<file path="src/rtl/tdm_frame_tx.sv">
module tdm_frame_tx #(
  parameter int SLOT_CNT_W = 4,
  parameter int FRAME_W    = 9,
  parameter int SAMPLE_W   = 32
) (
  input  logic                       clk,
  input  logic                       rst_n,
  input  logic                       en,
  input  logic [FRAME_W-1:0]         frame_len,
  input  logic [FRAME_W-1:0]         fs_len,
  input  logic                       fs_pol,
  input  logic                       fs_early,
  input  logic [SLOT_CNT_W-1:0]      slot_num,
  input  logic [1:0]                 slot_size,
  input  logic [2:0]                 data_size,
  input  logic [(1<<SLOT_CNT_W)-1:0] slot_mask,
  input  logic [$clog2(SAMPLE_W)-1:0] first_bit,
  input  logic                       sck_inv,
  input  logic                       mono,
  input  logic                       s_valid,
  output logic                       s_ready,
  input  logic [SAMPLE_W-1:0]        s_data,
  output logic                       sd,
  output logic                       fs,
  output logic                       sck,
  output logic                       cfg_err
);
  localparam int MAX_SLOTS = 1 << SLOT_CNT_W;
  localparam int IDX_W     = SLOT_CNT_W + 1;
  localparam int POS_W     = $clog2(SAMPLE_W) + 1;

  logic [POS_W-1:0] dbits, sbits;
  always_comb begin
    case (data_size)
      3'd2:    dbits = POS_W'(8);
      3'd3:    dbits = POS_W'(10);
      3'd4:    dbits = POS_W'(16);
      3'd5:    dbits = POS_W'(20);
      3'd6:    dbits = POS_W'(24);
      3'd7:    dbits = POS_W'(32);
      default: dbits = '0;
    endcase
    case (slot_size)
      2'd0:    sbits = dbits;
      2'd1:    sbits = POS_W'(16);
      2'd2:    sbits = POS_W'(32);
      default: sbits = '0;
    endcase
  end

  wire cfg_ok = (dbits != '0) && (sbits != '0) && (dbits <= sbits);
  assign cfg_err = !cfg_ok;

  logic                running, lead, phase, cur_live, hold_v;
  logic [FRAME_W-1:0]  bitpos;
  logic [POS_W-1:0]    slot_bit;
  logic [IDX_W-1:0]    slot_idx;
  logic [SAMPLE_W-1:0] cur, hold;

  wire [IDX_W-1:0] nslots   = {1'b0, slot_num} + IDX_W'(1);
  wire             mono_on  = mono && (slot_num == SLOT_CNT_W'(1));
  wire             adv      = running && phase;
  wire             wrap     = lead || (bitpos == frame_len);
  wire             slot_end = (slot_bit == sbits - POS_W'(1));
  wire             new_slot = wrap || slot_end;

  logic [IDX_W-1:0] nxt_slot;
  always_comb begin
    if (wrap)                                   nxt_slot = '0;
    else if (slot_end && slot_idx != IDX_W'(MAX_SLOTS)) nxt_slot = slot_idx + IDX_W'(1);
    else                                        nxt_slot = slot_idx;
  end

  wire slot_live = (nxt_slot < nslots) && slot_mask[nxt_slot[SLOT_CNT_W-1:0]];
  wire repeat_0  = mono_on && (nxt_slot == IDX_W'(1));
  wire take      = adv && new_slot && slot_live && !repeat_0;
  wire accept    = s_valid && s_ready;

  assign s_ready = running && (!hold_v || take);

  always_ff @(posedge clk or negedge rst_n) begin
    if (!rst_n) begin
      running <= 1'b0; lead <= 1'b1; phase <= 1'b0; cur_live <= 1'b0;
      hold_v <= 1'b0; bitpos <= '0; slot_bit <= '0; slot_idx <= '0;
      cur <= '0; hold <= '0;
    end else if (!(en && cfg_ok)) begin
      running <= 1'b0; lead <= 1'b1; phase <= 1'b0; cur_live <= 1'b0;
      hold_v <= 1'b0; bitpos <= '0; slot_bit <= '0; slot_idx <= '0;
      cur <= '0;
    end else begin
      running <= 1'b1;
      phase   <= running ? !phase : 1'b0;
      if (accept) hold <= s_data;
      hold_v  <= take ? accept : (hold_v || accept);
      if (adv) begin
        lead     <= 1'b0;
        bitpos   <= wrap ? '0 : bitpos + FRAME_W'(1);
        slot_bit <= new_slot ? '0 : slot_bit + POS_W'(1);
        if (new_slot) begin
          slot_idx <= nxt_slot;
          cur_live <= slot_live;
          if (!slot_live)    cur <= '0;
          else if (!repeat_0) cur <= hold_v ? hold : '0;
        end
      end
    end
  end

  wire [POS_W-1:0] fb_ext = {1'b0, first_bit};
  wire [POS_W-1:0] rel    = slot_bit - fb_ext;
  wire             in_win = (slot_bit >= fb_ext) && (rel < dbits);
  wire [POS_W-1:0] pick   = dbits - POS_W'(1) - rel;
  wire             bit_v  = |(cur & (SAMPLE_W'(1) << pick));

  assign sd = running && !lead && cur_live && in_win && bit_v;

  wire fs_win = lead ? fs_early
              : (fs_early ? ((bitpos == frame_len) || (bitpos < fs_len))
                          : (bitpos <= fs_len));
  wire fs_act = running && fs_win;
  assign fs  = fs_pol ? fs_act : !fs_act;
  assign sck = (running && phase) ^ sck_inv;

  assert_err_stops_R1: assert property (@(posedge clk) disable iff (!rst_n)
    cfg_err |=> !running);
  assert_lead_quiet_R11: assert property (@(posedge clk) disable iff (!rst_n)
    (running && lead) |-> !sd);
  assert_dead_slot_R6: assert property (@(posedge clk) disable iff (!rst_n)
    (running && !cur_live) |-> !sd);
  assert_bit_steady_R9: assert property (@(posedge clk) disable iff (!rst_n)
    (running && phase && $past(running)) |-> ($stable(sd) && $stable(fs)));
  assert_sample_lands_R10: assert property (@(posedge clk) disable iff (!rst_n)
    (accept && en && cfg_ok) |=> hold_v);
endmodule

</file>
<file path="config.mk">
export PLATFORM = sky130hd
export DESIGN_NAME = tdm_frame_tx
export DESIGN_NICKNAME = d
export VERILOG_FILES = /design/src/rtl/tdm_frame_tx.sv
export SDC_FILE = /design/constraint.sdc
export NUM_CORES = 1
export LEC_CHECK = 0
export ABC_AREA = 1
export BUFFER_PORTS_ARGS = -buffer_cell sky130_fd_sc_hd__buf_2
export CORE_ASPECT_RATIO = 0.9
export CORE_MARGIN = 1.5
export CORE_UTILIZATION = 46
export DETAILED_ROUTE_END_ITERATION = 6
export PLACE_DENSITY_LB_ADDON = 0.2
export SLEW_MARGIN = 20
export SYNTH_ARGS = -nofsm -noshare
export SYNTH_HDL_FRONTEND = slang
export SYNTH_SLANG_ARGS = --single-unit
export TNS_END_PERCENT = 5
</file>
<file path="constraint.sdc">
create_clock -name clk -period 4.69 [get_ports clk]
set_input_delay 0.938 -clock clk [delete_from_list [all_inputs] [get_ports clk]]
set_output_delay 0.938 -clock clk [all_outputs]
set_load 0.01 [all_outputs]
</file>
Word level (Yosys, flattened, before mapping)
Index checks and enable logic that the tools add are counted.

cells by class
  add/sub/neg operators = 8
  $lt $le $gt $ge = 7
  equality and inequality tests = 16
  shift-type cells = 1
  muxes and demuxes = 34
  bitwise gates (word level) = 2
  reductions and logical operators = 37

operator list
  operator                                                                number
  32-bit two-way mux                                                      6
  6-bit case mux with 6 select lines                                      1
  32-bit bitwise AND                                                      1
  32-bit OR reduction                                                     1
  1-bit by 6-bit << shifter with 32-bit output (first input constant)     1
  9-bit two-way mux                                                       3
  5-bit two-way mux                                                       5
  1-bit logical AND                                                       19
  6-bit two-way mux                                                       3
  6-bit case mux with 3 select lines                                      1
  1-bit two-way mux                                                       14
  3-bit equality test (second input constant)                             4
  6-bit nonzero test                                                      2
  6-bit by 1-bit subtractor with 6-bit output (second input constant)     2
  9-bit by 1-bit adder with 9-bit output (second input constant)          1
  9-bit equality test                                                     1
  9-bit <= comparator                                                     1
  9-bit less-than comparator                                              1
  6-bit by 1-bit adder with 6-bit output (second input constant)          1
  3-bit by 2-bit equality test with 1-bit output (second input constant)  2
  6-bit equality test                                                     1
  6-bit by 5-bit >= comparator with 1-bit output                          1
  6-bit <= comparator                                                     1
  1-bit zero test                                                         6
  other kinds (20)                                                        26

storage, ports and cells
  flip-flop bits (word level) = 89
  output and inout port bits = 5
  word-level logic and storage cells = 115

Depth between registers and ports, before layout
Gate-level depths: netlist of run 1.

  word-level depth = 19
  depth in mapped cells = 29
  gate-level depth less buffers = 27

Least setup slack after synthesis of run 1
No wires, ideal clock.

  path type = in2out
  start point = input port data_size[1]
  end point = output port s_ready
  arrival time = 3.658 ns
  setup slack = 0.094 ns
  cell stages on the path = 20
  buffers on the path = 1
  cells stage by stage = buf_4 -> nor2_2 -> nand2_1 -> ha_1 -> a21oi_1 -> o21a_1 -> nand3_1 -> nor2_4 -> inv_2 -> nor2_4 -> nand3_1 -> nand2_1 -> nand2_1 -> inv_1 -> ha_1 -> a21oi_1 -> o21ai_0 -> nor2_4 -> nand4_2 -> a21oi_1

between the ends
  word-level cells in the longest chain between the ends = 15
  elaborated cells on any way between the ends = 26
  those cells by class = add/sub: 1; order compare: 1; eq/ne: 8; mux: 6; reduce/logical: 10

ends and longest elaborated chain
  what                                                                                          RTL line  source
  from (decl)                                                                                   15        input logic [2:0] data_size,
  3-bit equality test / 3-bit by 2-bit equality test with 1-bit output (equally long branches)  34        case (data_size)
  6-bit case mux with 6 select lines *                                                          34
  6-bit case mux with 3 select lines *                                                          43        case (slot_size)
  6-bit by 1-bit subtractor with 6-bit output *                                                 64        wire slot_end = (slot_bit == sbits - POS_W'(1));
  6-bit equality test *                                                                         64
  1-bit logical AND                                                                             70        else if (slot_end && slot_idx != IDX_W'(MAX_SLOTS)) nxt_slot = slot_idx + IDX_W'(1);
  5-bit two-way mux                                                                             70
  5-bit two-way mux                                                                             69        if (wrap) nxt_slot = '0;
  1-bit binary-select mux with 4-bit select                                                     74        wire slot_live = (nxt_slot < nslots) && slot_mask[nxt_slot[SLOT_CNT_W-1:0]];
  1-bit two-way mux (implied by the code)                                                       74
  1-bit logical AND                                                                             74
  1-bit logical AND                                                                             76        wire take = adv && new_slot && slot_live && !repeat_0;
  1-bit logical AND *                                                                           76
  1-bit logical OR *                                                                            79        assign s_ready = running && (!hold_v || take);
  1-bit logical AND *                                                                           79
  to (decl)                                                                                     21        output logic s_ready,

Every way passes the cells marked *; elsewhere a longest branch is shown, timed or not. The select of a mux whose other input is x is not followed.

Worst setup path after layout of run 1
  start point = input port first_bit[0]
  end point = output port sd

between the ends
  word-level cells in the longest chain between the ends = 6
  elaborated cells on any way between the ends = 10
  those cells by class = add/sub: 2; order compare: 2; shift: 1; bitwise: 1; reduce/logical: 4

ends and longest elaborated chain
  what                                          RTL line  source
  from (decl)                                   17        input logic [$clog2(SAMPLE_W)-1:0] first_bit,
  6-bit by 5-bit subtractor with 6-bit output   110       wire [POS_W-1:0] rel = slot_bit - fb_ext;
  6-bit subtractor                              112       wire [POS_W-1:0] pick = dbits - POS_W'(1) - rel;
  1-bit by 6-bit << shifter with 32-bit output  113       wire bit_v = |(cur & (SAMPLE_W'(1) << pick));
  32-bit bitwise AND                            113
  32-bit OR reduction                           113
  1-bit logical AND *                           115       assign sd = running && !lead && cur_live && in_win && bit_v;
  to (decl)                                     23        output logic sd,

Every way passes the cells marked *; elsewhere a longest branch is shown, timed or not.

==> results.py, run 1 <==
metrics = {
    "worst_setup_path": {
        "critPathSlowestCell": "fa_2",
        "rrSetupSlack_ns": 1.43,
        "critPathTopFamily": "adder cells",
        "cp_num_buf_inv": 4,
        "startpoint": "first_bit[0]",
        "critPathMaxFanout": 5,
        "endpoint_kind": "primary output",
        "critPathArrivalTime_ns": 3.75,
        "r2r_start": "bitpos[4]",
        "crit_chain": "buf_6 -> ha_4 -> fa_2 -> ha_4 -> fa_2 -> inv_4 -> nor3_2 -> buf_4 -> nand3_2 -> nand2_2 -> a311oi_2 -> nand3_1 -> o2111ai_2 -> a41oi_2 -> buf_2",
        "required_ns": 3.75,
        "worst_path_largest_cell_delay_ns": 0.62,
        "start_kind": "primary input",
        "worstSetupPathType": "in -> out",
    },
    "timing": {
        "setup_viol": 0,
        "rsz0062_at_grt": "true",
        "fin_setup_tns_ns": 0,
        "finClkSkew_ns": 0.00522,
        "post-route-period-util": 1.00,
        "slew_headroom": 0.527,
        "drv_slew": 0,
        "finalCriticalPeriod_ns": 4.69,
        "tightest_slew_ns": 0.709,
        "fmax_ghz": 0.213,
        "hold_viol": 0,
    },
    "placed_design": {
        "gp_congestion": 0.903,
        "place_area_um2": 6990,
        "portBuffers": 92,
        "hpwlAfterDp_um": 11100,
    },
    "grt": {
        "grt_antenna_before_repair": 0,
        "grt_usage": 0.224,
        "use_met1": 0.336,
        "gr-max-usage-layer": "met2",
        "met2_usage": 0.344,
        "grt_max_degree": 56,
        "grt_pass1_wl_um": 26000,
        "grt_pass1_vias": 5473,
        "grt-ovfl-total": 0,
        "grt_util_met3": 0.0415,
    },
    "synthesis": {
        "synth_fp_nets": 943,
        "synth_top_flop_cell": "dfrtp_1",
        "avgSynthCellArea_um2": 7.45,
        "yosys.cell_types.count": 46,
        "ys_top_cells_by_count": "237 x nand2_1, 103 x nand3_1, 97 x inv_1",
        "synth_area_um2": 6090,
        "yosysWarnings": 0,
        "synth_edf_count": 0,
        "ys_seq_area_frac": 0.366,
        "yosysMostFrequentCell": "nand2_1",
        "synth-seq-cells": 89,
        "netlist.area_leader.share": 0.362,
        "synth_area_leaders": "dfrtp_1 36%, nand2_1 15%, nand3_1 8.5%",
        "synth_top_area_cell": "dfrtp_1",
        "syn-instance-count": 817,
        "async_flop_share": 1.00,
    },
    "die": {
        "fp.dieH_um": 112,
        "core_area_um2": 12800,
        "die_area_um2": 13900,
        "fp.dieW_um": 124,
        "ios": 93,
        "initial_core_util": 0.476,
        "rows": 39,
    },
    "worst_hold_path": {
        "hp-class": "reg -> reg",
        "hp-start": "phase",
    },
    "clocking": {
        "clkTransAtPathRegs_ns": 0.06,
        "clk_latency_ns": 0.34,
        "numCtsBuffers": 9,
        "cts_sinks": 89,
        "clk_path_buf_depth": 2,
        "h-tree-depth": 3,
        "tritoncts": "done",
        "root_buffer": "clkbuf_16",
    },
    "routing": {
        "drt-vias-per-instance": 5.10,
        "detail-route-antenna-nets": 0,
        "wl_um": 15100,
        "drt_iter0_drc": 317,
        "drc_errors": 0,
        "drtPass1Iterations": 5,
        "vias": 5715,
        "wl_per_cell_um": 13.5,
    },
    "power": {
        "p_clk_frac": 0.353,
        "switching_share": 0.302,
        "power_density_nw_per_um2": 264,
        "total_power_w": 0.00202,
        "p_leak_nw": 4.17,
        "power.net_switching_w": 0.000611,
        "vdd.ir_drop.worst_mv": 0.194,
        "combPwrFrac": 0.197,
        "internal-power_w": 0.00141,
        "seqPwrFrac": 0.450,
    },
    "final_layout": {
        "antenna_cells": 0,
        "area_growth_pct": 25.9,
        "finalInstanceArea_um2": 7670,
        "nNetsFinal": 1078,
        "drive_above_1_share": 0.255,
        "layout.filler_cells": 1212,
    },
    "flow_run": {
        "maxCapViolCount": 0,
    },
    "outcome": {
        "status": "finished clean",
    },
}
[final cells by class]
type	instances	area, µm²	area share
clock inverters	6	53.8	0.00702
inverters	104	393	0.0512
clock buffers	10	239	0.0312
multi-input cells	592	3550	0.463
repair buffers	156	1000	0.131
well taps	164	205	0.0268
flip-flops and latches	89	2230	0.291
[layout by cell type, fill, tap and decap left out, types with 3 or more instances in the layout]
master,n
nand2_1,229
nand3_1,98
inv_1,94
dfrtp_1,88
buf_2,87
buf_4,61
nand4_1,45
ha_1,30
nor2_1,26
a21oi_1,18
xor2_1,17
o21ai_0,15
nand2_2,14
o22ai_1,12
nand3_2,9
clkbuf_16,9
nor3_1,8
inv_2,8
nor2_4,7
xnor2_1,6
ha_4,6
buf_6,6
nor3_2,5
nand2_4,4
o21ai_1,4
a211oi_1,4
inv_6,4
o211ai_1,3
nand3_4,3
[metal layers]
metal	routed length [µm]	part of all wire
met4	78	0.0052
met3	600	0.040
met2	6720	0.44
met5	0	0
met1	7740	0.51
[cell families (layout without fill, tap and decap cells)]
family | Yosys count | in the layout | share of synthesized area
simple gates | 461 | 461 | 0.357
buf+inv | 136 | 276 | 0.0937
flops | 89 | 89 | 0.366
compound gates | 69 | 69 | 0.0680
fa+ha+maj | 38 | 38 | 0.0806
xor+xnor | 24 | 24 | 0.0345
[flip-flops by register name (all words and copies together), names as in the netlist]
name,flops
lead,1
slot_bit,6
cur,32
phase,1
running,1
slot_idx,5
hold_v,1
cur_live,1
bitpos,9
hold,32
[stage by stage]
stage                     hold WS, ns  cells   util  worst slack, ns
final                           0.439   1121  0.600         0.000107
after global routing            0.465   1121  0.600           -0.168
after CTS                       0.443   1109  0.573         -0.00405
after detailed placement        0.434   1093  0.546          -0.0999
after global placement          0.428   1093  0.546          -0.0734
after floorplan                 0.412    817      -           0.0935
[worst paths after layout]
path,endpoint,cells after the start
worst max-delay path,sd,15
worst min-delay path,phase,1
worst max register to register,hold[23],21
worst min register to register,phase,1
max in group asynchronous,cur[13],2
min in group asynchronous,bitpos[2],1
[what timing repair did]
action                                  CTS  global route
endpoints found under the setup margin    2             2
setup buffers                             0            12
gates resized for setup                  12            49
hold buffers                              0             0
cloned                                    0             0
pin swaps                                 2            29
[power by group through the flow]
stage	clock [W]	sequential [W]	combinational [W]
3_3_place_gp	0	0.000922	0.000357
6_report	0.000712	0.000910	0.000398
4_1_cts	0.000730	0.000909	0.000371
3_5_place_dp	0	0.000923	0.000362
5_1_grt	0.000759	0.000922	0.000455
2_1_floorplan	0	0.000911	0.000220
(Power assumes the default switching activity.)
==> run 2, diff against run 1 <==
--- a/config.mk
+++ b/config.mk
@@ -8,7 +8,7 @@
 export ABC_AREA = 1
 export BUFFER_PORTS_ARGS = -buffer_cell sky130_fd_sc_hd__buf_2
 export CORE_ASPECT_RATIO = 0.9
-export CORE_MARGIN = 1.5
+export CORE_MARGIN = 1
 export CORE_UTILIZATION = 46
 export DETAILED_ROUTE_END_ITERATION = 6
 export PLACE_DENSITY_LB_ADDON = 0.2
==> results.py, run 2 (synthesis results as in run 1) <==
metrics = {
    "final_layout": {
        "area_growth_pct": 24.8,
        "layout_commonest_cell": "nand2_1",
        "drive_above_1_share": 0.253,
        "nNetsFinal": 1069,
        "antenna_cells": 0,
        "finalInstanceArea_um2": 7600,
        "layout_common_cells": "228 x nand2_1, 100 x nand3_1, 94 x inv_1",
        "top_regs": "cur: 32 flops, hold: 32 flops, bitpos: 9 flops",
        "layout.filler_cells": 1243,
    },
    "power": {
        "p_leak_nw": 4.12,
        "total_power_w": 0.00200,
        "vdd.ir_drop.worst_mv": 0.223,
        "power_density_nw_per_um2": 263,
    },
    "clocking": {
        "tritoncts": "done",
        "ctsHoldBuffers": 0,
        "clkTransAtPathRegs_ns": 0.07,
        "numCtsBuffers": 9,
        "clk_latency_ns": 0.34,
        "h-tree-depth": 3,
        "clk_path_buf_depth": 2,
        "cts_sinks": 89,
        "root_buffer": "clkbuf_16",
    },
    "die": {
        "ios": 93,
        "initial_core_util": 0.476,
        "fp.dieW_um": 123,
        "core_area_um2": 12800,
        "fp.dieH_um": 111,
        "die_area_um2": 13700,
        "rows": 39,
    },
    "timing": {
        "hold_viol": 0,
        "setup_viol": 0,
        "fmax_ghz": 0.215,
        "finClkSkew_ns": 0.00874,
        "setup_ws_ns": 0.0331,
        "rsz0062_at_grt": "true",
        "finalCriticalPeriod_ns": 4.66,
        "slew_headroom": 0.420,
        "post-route-period-util": 0.993,
        "tightest_slew_ns": 0.869,
        "drv_slew": 0,
        "fin_setup_tns_ns": 0,
    },
    "worst_setup_path": {
        "critPathMaxFanout": 4,
        "worstSetupPathType": "in -> out",
        "required_ns": 3.75,
        "endpoint_kind": "primary output",
        "start_kind": "primary input",
        "critPathArrivalTime_ns": 3.72,
    },
    "grt": {
        "grt_pass1_vias": 5379,
        "grt_pass1_wl_um": 25900,
        "grt_max_degree": 70,
        "grt_usage": 0.239,
        "grt-ovfl-total": 0,
        "grt_antenna_before_repair": 0,
    },
    "flow_run": {
        "maxCapViolCount": 0,
    },
    "outcome": {
        "status": "finished clean",
    },
    "routing": {
        "wl_um": 15500,
        "drt-vias-per-instance": 5.18,
        "detail-route-antenna-nets": 0,
        "wl_per_cell_um": 14.0,
        "drt_iter0_drc": 279,
        "drtPass1Iterations": 5,
        "drc_errors": 0,
        "vias": 5760,
    },
    "placed_design": {
        "portBuffers": 92,
        "dp_worst_setup_slack_ns": -0.0488,
        "place_area_um2": 6960,
        "hpwlAfterDp_um": 11300,
        "gp_congestion": 0.894,
    },
    "worst_hold_path": {
        "hp-class": "reg -> reg",
    },
}
==> run 2: cell count changes in the layout (fill, tap and decap cells not counted), moves of 3 or more <==
cell,change
nor3_2,-3
inv_6,-3
a21oi_2,+5
buf_4,-7
a21oi_1,-4
==> run 2: report_power, final <==
part	leakage [nW]	switching (W)	internal, W
clock	0.136	0.000307	0.000377
sequential	1.21	0.0000560	0.000861
combinational	2.78	0.000236	0.000165
total	4.12	0.000599	0.00140
==> run 2: routing by layer <==
layer,up-vias,share of wire,track usage
li1,2952,-,-
met4,0,0.0038,0.0369
met5,-,0,0
met1,2678,0.51,0.371
met2,126,0.44,0.349
met3,4,0.040,0.0437
==> run 2: area by class of cell <==
class	instances	area, µm²	share of cell area
timing repair buffer	147	926	0.122
multi-input combinational	592	3560	0.469
clock inverter	5	38.8	0.00511
clock buffer	11	243	0.0319
inverter	104	393	0.0517
sequential	89	2230	0.293
tap	164	205	0.0270
==> run 2: final timing paths <==
path,startpoint,end,slack [ns],depth (start not counted)
setup / recovery,first_bit[0],sd,0.03,15
hold / removal,phase,phase,0.43,1
setup reg to reg,bitpos[4],cur[12],1.30,22
hold reg to reg,phase,phase,0.43,1
max in group asynchronous,rst_n,lead,3.09,2
min in group asynchronous,rst_n,hold[13],0.70,1
==> run 2: timing repair <==
action                                  in CTS  in global routing
cloned                                       0                  0
endpoints found under the setup margin       2                  2
pin swaps                                    4                 25
gates resized for setup                     12                 53
endpoints found under the hold margin        0                  0
buffers inserted                             2                  7
==> run 2: worst max-delay path, stage by stage <==
cell       delay [ns]
buf_6            0.10
ha_4             0.16
fa_2             0.59
ha_4             0.16
fa_2             0.52
buf_6            0.17
nor3_4           0.16
buf_6            0.14
nand3_2          0.06
nand2_2          0.09
a311oi_2         0.04
nand3_1          0.10
o2111ai_2        0.14
a41oi_2          0.20
buf_2            0.16
==> run 2: stage by stage <==
stage / hold WS, ns / util / cells
3_5_place_dp: 0.429 / 0.545 / 1088
3_3_place_gp: 0.429 / 0.545 / 1088
4_1_cts: 0.438 / 0.572 / 1106
6_report: 0.432 / 0.594 / 1112
2_1_floorplan: 0.412 / - / 817
5_1_grt: 0.473 / 0.594 / 1112
==> run 3, diff against run 2 <==
--- a/config.mk
+++ b/config.mk
@@ -5,7 +5,6 @@
 export SDC_FILE = /design/constraint.sdc
 export NUM_CORES = 1
 export LEC_CHECK = 0
-export ABC_AREA = 1
 export BUFFER_PORTS_ARGS = -buffer_cell sky130_fd_sc_hd__buf_2
 export CORE_ASPECT_RATIO = 0.9
 export CORE_MARGIN = 1
==> results.py, run 3 <==
metrics = {
    "final_layout": {
        "antenna_cells": 0,
        "nNetsFinal": 886,
        "top_regs": "cur: 32 flops, hold: 32 flops, bitpos: 9 flops",
        "layout_commonest_cell": "dfrtp_1",
        "drive_above_1_share": 0.324,
        "fin_cells": 929,
        "layout_common_cells": "88 x dfrtp_1, 85 x buf_2, 61 x buf_4",
        "layout.filler_cells": 1058,
        "area_growth_pct": 29.8,
        "finalInstanceArea_um2": 7720,
    },
    "timing": {
        "fmax_ghz": 0.174,
        "post-route-period-util": 1.22,
        "setup_viol": 66,
        "tightest_slew_ns": 0.697,
        "finClkSkew_ns": 0.00741,
        "drv_slew": 0,
        "rsz0062_at_grt": "true",
        "slew_headroom": 0.536,
        "finalCriticalPeriod_ns": 5.74,
        "fin_setup_tns_ns": -25.90,
        "setup_ws_ns": -1.05,
        "hold_viol": 0,
    },
    "routing": {
        "drt-vias-per-instance": 5.55,
        "wl_um": 14800,
        "drtPass1Iterations": 6,
        "wl_per_cell_um": 16.0,
        "drc_errors": 0,
        "vias": 5158,
        "detail-route-antenna-nets": 0,
        "drt_iter0_drc": 357,
    },
    "grt": {
        "met2_usage": 0.367,
        "grt_pass1_vias": 4970,
        "grt_usage": 0.235,
        "grt_util_met3": 0.0399,
        "use_met1": 0.336,
        "grt_antenna_before_repair": 0,
        "grt_pass1_wl_um": 24500,
        "grt_max_degree": 54,
        "grt-ovfl-total": 0,
        "gr-max-usage-layer": "met2",
    },
    "synthesis": {
        "yosysMostFrequentCell": "dfrtp_1",
        "synth_top_area_cell": "dfrtp_1",
        "ys_top_cells_by_count": "88 x dfrtp_1, 43 x nand4_1, 41 x nand2_1",
        "ys_seq_area_frac": 0.375,
        "yosys.cell_types.count": 68,
        "synth_edf_count": 0,
        "yosysWarnings": 0,
        "avgSynthCellArea_um2": 9.64,
        "synth_fp_nets": 743,
        "synth_top_flop_cell": "dfrtp_1",
        "synth_area_leaders": "dfrtp_1 37%, ha_1 7.6%, a21bo_1 5.0%",
        "synth-seq-cells": 89,
        "syn-instance-count": 617,
        "synth_area_um2": 5950,
        "netlist.area_leader.share": 0.370,
        "async_flop_share": 1.00,
    },
    "clocking": {
        "tritoncts": "done",
        "h-tree-depth": 3,
        "cts_sinks": 89,
        "clk_path_buf_depth": 2,
        "clk_latency_ns": 0.34,
        "numCtsBuffers": 9,
        "clkTransAtPathRegs_ns": 0.06,
        "root_buffer": "clkbuf_16",
    },
    "worst_setup_path": {
        "critPathArrivalTime_ns": 4.80,
        "worst_path_largest_cell_delay_ns": 0.47,
        "critPathMaxFanout": 7,
        "critPathSlowestCell": "or4b_4",
        "critPathTopFamily": "simple AND/OR/NAND/NOR gates",
        "r2r_start": "slot_bit[1]",
        "crit_chain": "buf_12 -> nand2_8 -> nor2_4 -> nand2_2 -> ha_4 -> or4b_4 -> a21o_1 -> a211oi_4 -> nor3_4 -> a21o_1 -> a21o_1 -> inv_2 -> ha_4 -> a21o_1 -> a21o_1 -> nor2_1 -> a31oi_1 -> or2_1 -> or4_4 -> o21ai_4 -> and2_4 -> buf_6",
        "startpoint": "data_size[1]",
        "required_ns": 3.75,
        "endpoint_kind": "primary output",
        "cp_num_buf_inv": 3,
        "critPathMostFrequentCell": "a21o_1",
        "worstSetupPathType": "in -> out",
        "start_kind": "primary input",
    },
    "placed_design": {
        "gp_congestion": 0.907,
        "place_area_um2": 7040,
        "portBuffers": 92,
        "place_inst": 903,
        "hpwlAfterDp_um": 10900,
    },
    "die": {
        "die_area_um2": 13400,
        "initial_core_util": 0.471,
        "fp.dieW_um": 122,
        "ios": 93,
        "fp.dieH_um": 110,
        "core_area_um2": 12600,
        "rows": 39,
    },
    "flow_run": {
        "maxCapViolCount": 0,
    },
    "power": {
        "power_density_nw_per_um2": 269,
        "p_leak_nw": 3.93,
        "vdd.ir_drop.worst_mv": 0.276,
    },
    "worst_hold_path": {
        "hp-start": "cur[7]",
        "hp-class": "reg -> reg",
    },
    "outcome": {
        "violations": "negative setup slack",
        "status": "finished, violations left",
    },
}
[run 3: changes by cell type after synthesis, sizes merged, moves of 11 or more]
cell   previous run  this run
mux2              0        34
nand2           247        42
nor3             15         4
inv             103        39
nand3           110        25
o21ai            19        33
a21bo             0        32
[run 3: logic make-up (layout without fill, tap and decap cells)]
kind of cell               after synthesis  count (layout)  share of synthesized area
AOI/OAI and AO/OA                      148             148                      0.181
xor gates and xnor gates                30              30                     0.0442
buffers and inverters                   71             219                     0.0549
and+or+nand+nor                        200             200                      0.185
DFF                                     89              89                      0.375
adders and majority gates               38              38                     0.0825
muxes                                   41              41                     0.0783
[run 3: layout make-up]
| cell class | instances | area (µm²) | share of cell area |
|---|---|---|---|
| Timing Repair Buffer | 163 | 1170 | 0.152 |
| Tap cell | 164 | 205 | 0.0266 |
| Inverter | 40 | 150 | 0.0194 |
| Clock inverter | 6 | 65.1 | 0.00842 |
| Multi-Input combinational cell | 457 | 3660 | 0.474 |
| Clock buffer | 10 | 239 | 0.0309 |
| Sequential cell | 89 | 2230 | 0.289 |
[run 3: what timing repair did]
| action | 4_1_cts | 5_1_grt |
|---|---|---|
| pin swaps | 46 | 12 |
| resized for setup | 41 | 14 |
| setup endpoints to repair | 66 | 68 |
| cloned | 2 | 0 |
| buffers inserted | 6 | 3 |
| hold buffers | 0 | 0 |
[run 3: path summary, 6_finish.rpt]
check | to | slack (ns) | cells after the start
worst max-delay path | s_ready | -1.05 | 22
worst min-delay path | cur[7] | 0.48 | 1
worst max register to register | hold[14] | 0.01 | 18
worst min register to register | cur[7] | 0.48 | 1
max in group asynchronous | cur[7] | 3.13 | 2
min in group asynchronous | hold[28] | 0.63 | 1
[run 3: per-layer routing]
layer,up-vias,part of all wire
met4,0,0.010
met2,119,0.46
met3,13,0.044
met5,-,0
met1,2493,0.49
li1,2533,-
[run 3: power breakdown]
| part | switching, W | total, W | leakage, nW | internal, W |
|---|---|---|---|---|
| combinational | 0.000190 | 0.000415 | 2.58 | 0.000224 |
| clock | 0.000303 | 0.000731 | 0.149 | 0.000428 |
| sequential | 0.0000620 | 0.000931 | 1.20 | 0.000869 |
| total | 0.000555 | 0.00208 | 3.93 | 0.00152 |
[run 3: stage by stage]
stage               setup WS (ns)  total power (W)  hold WS (ns)   util
floorplan                  -0.901          0.00114         0.440      -
global placement            -1.20          0.00129         0.461  0.557
detailed placement          -1.31          0.00130         0.465  0.557
CTS                         -1.11          0.00208         0.483  0.603
global route                -1.21          0.00218         0.499  0.611
finish                      -1.05          0.00208         0.480  0.611
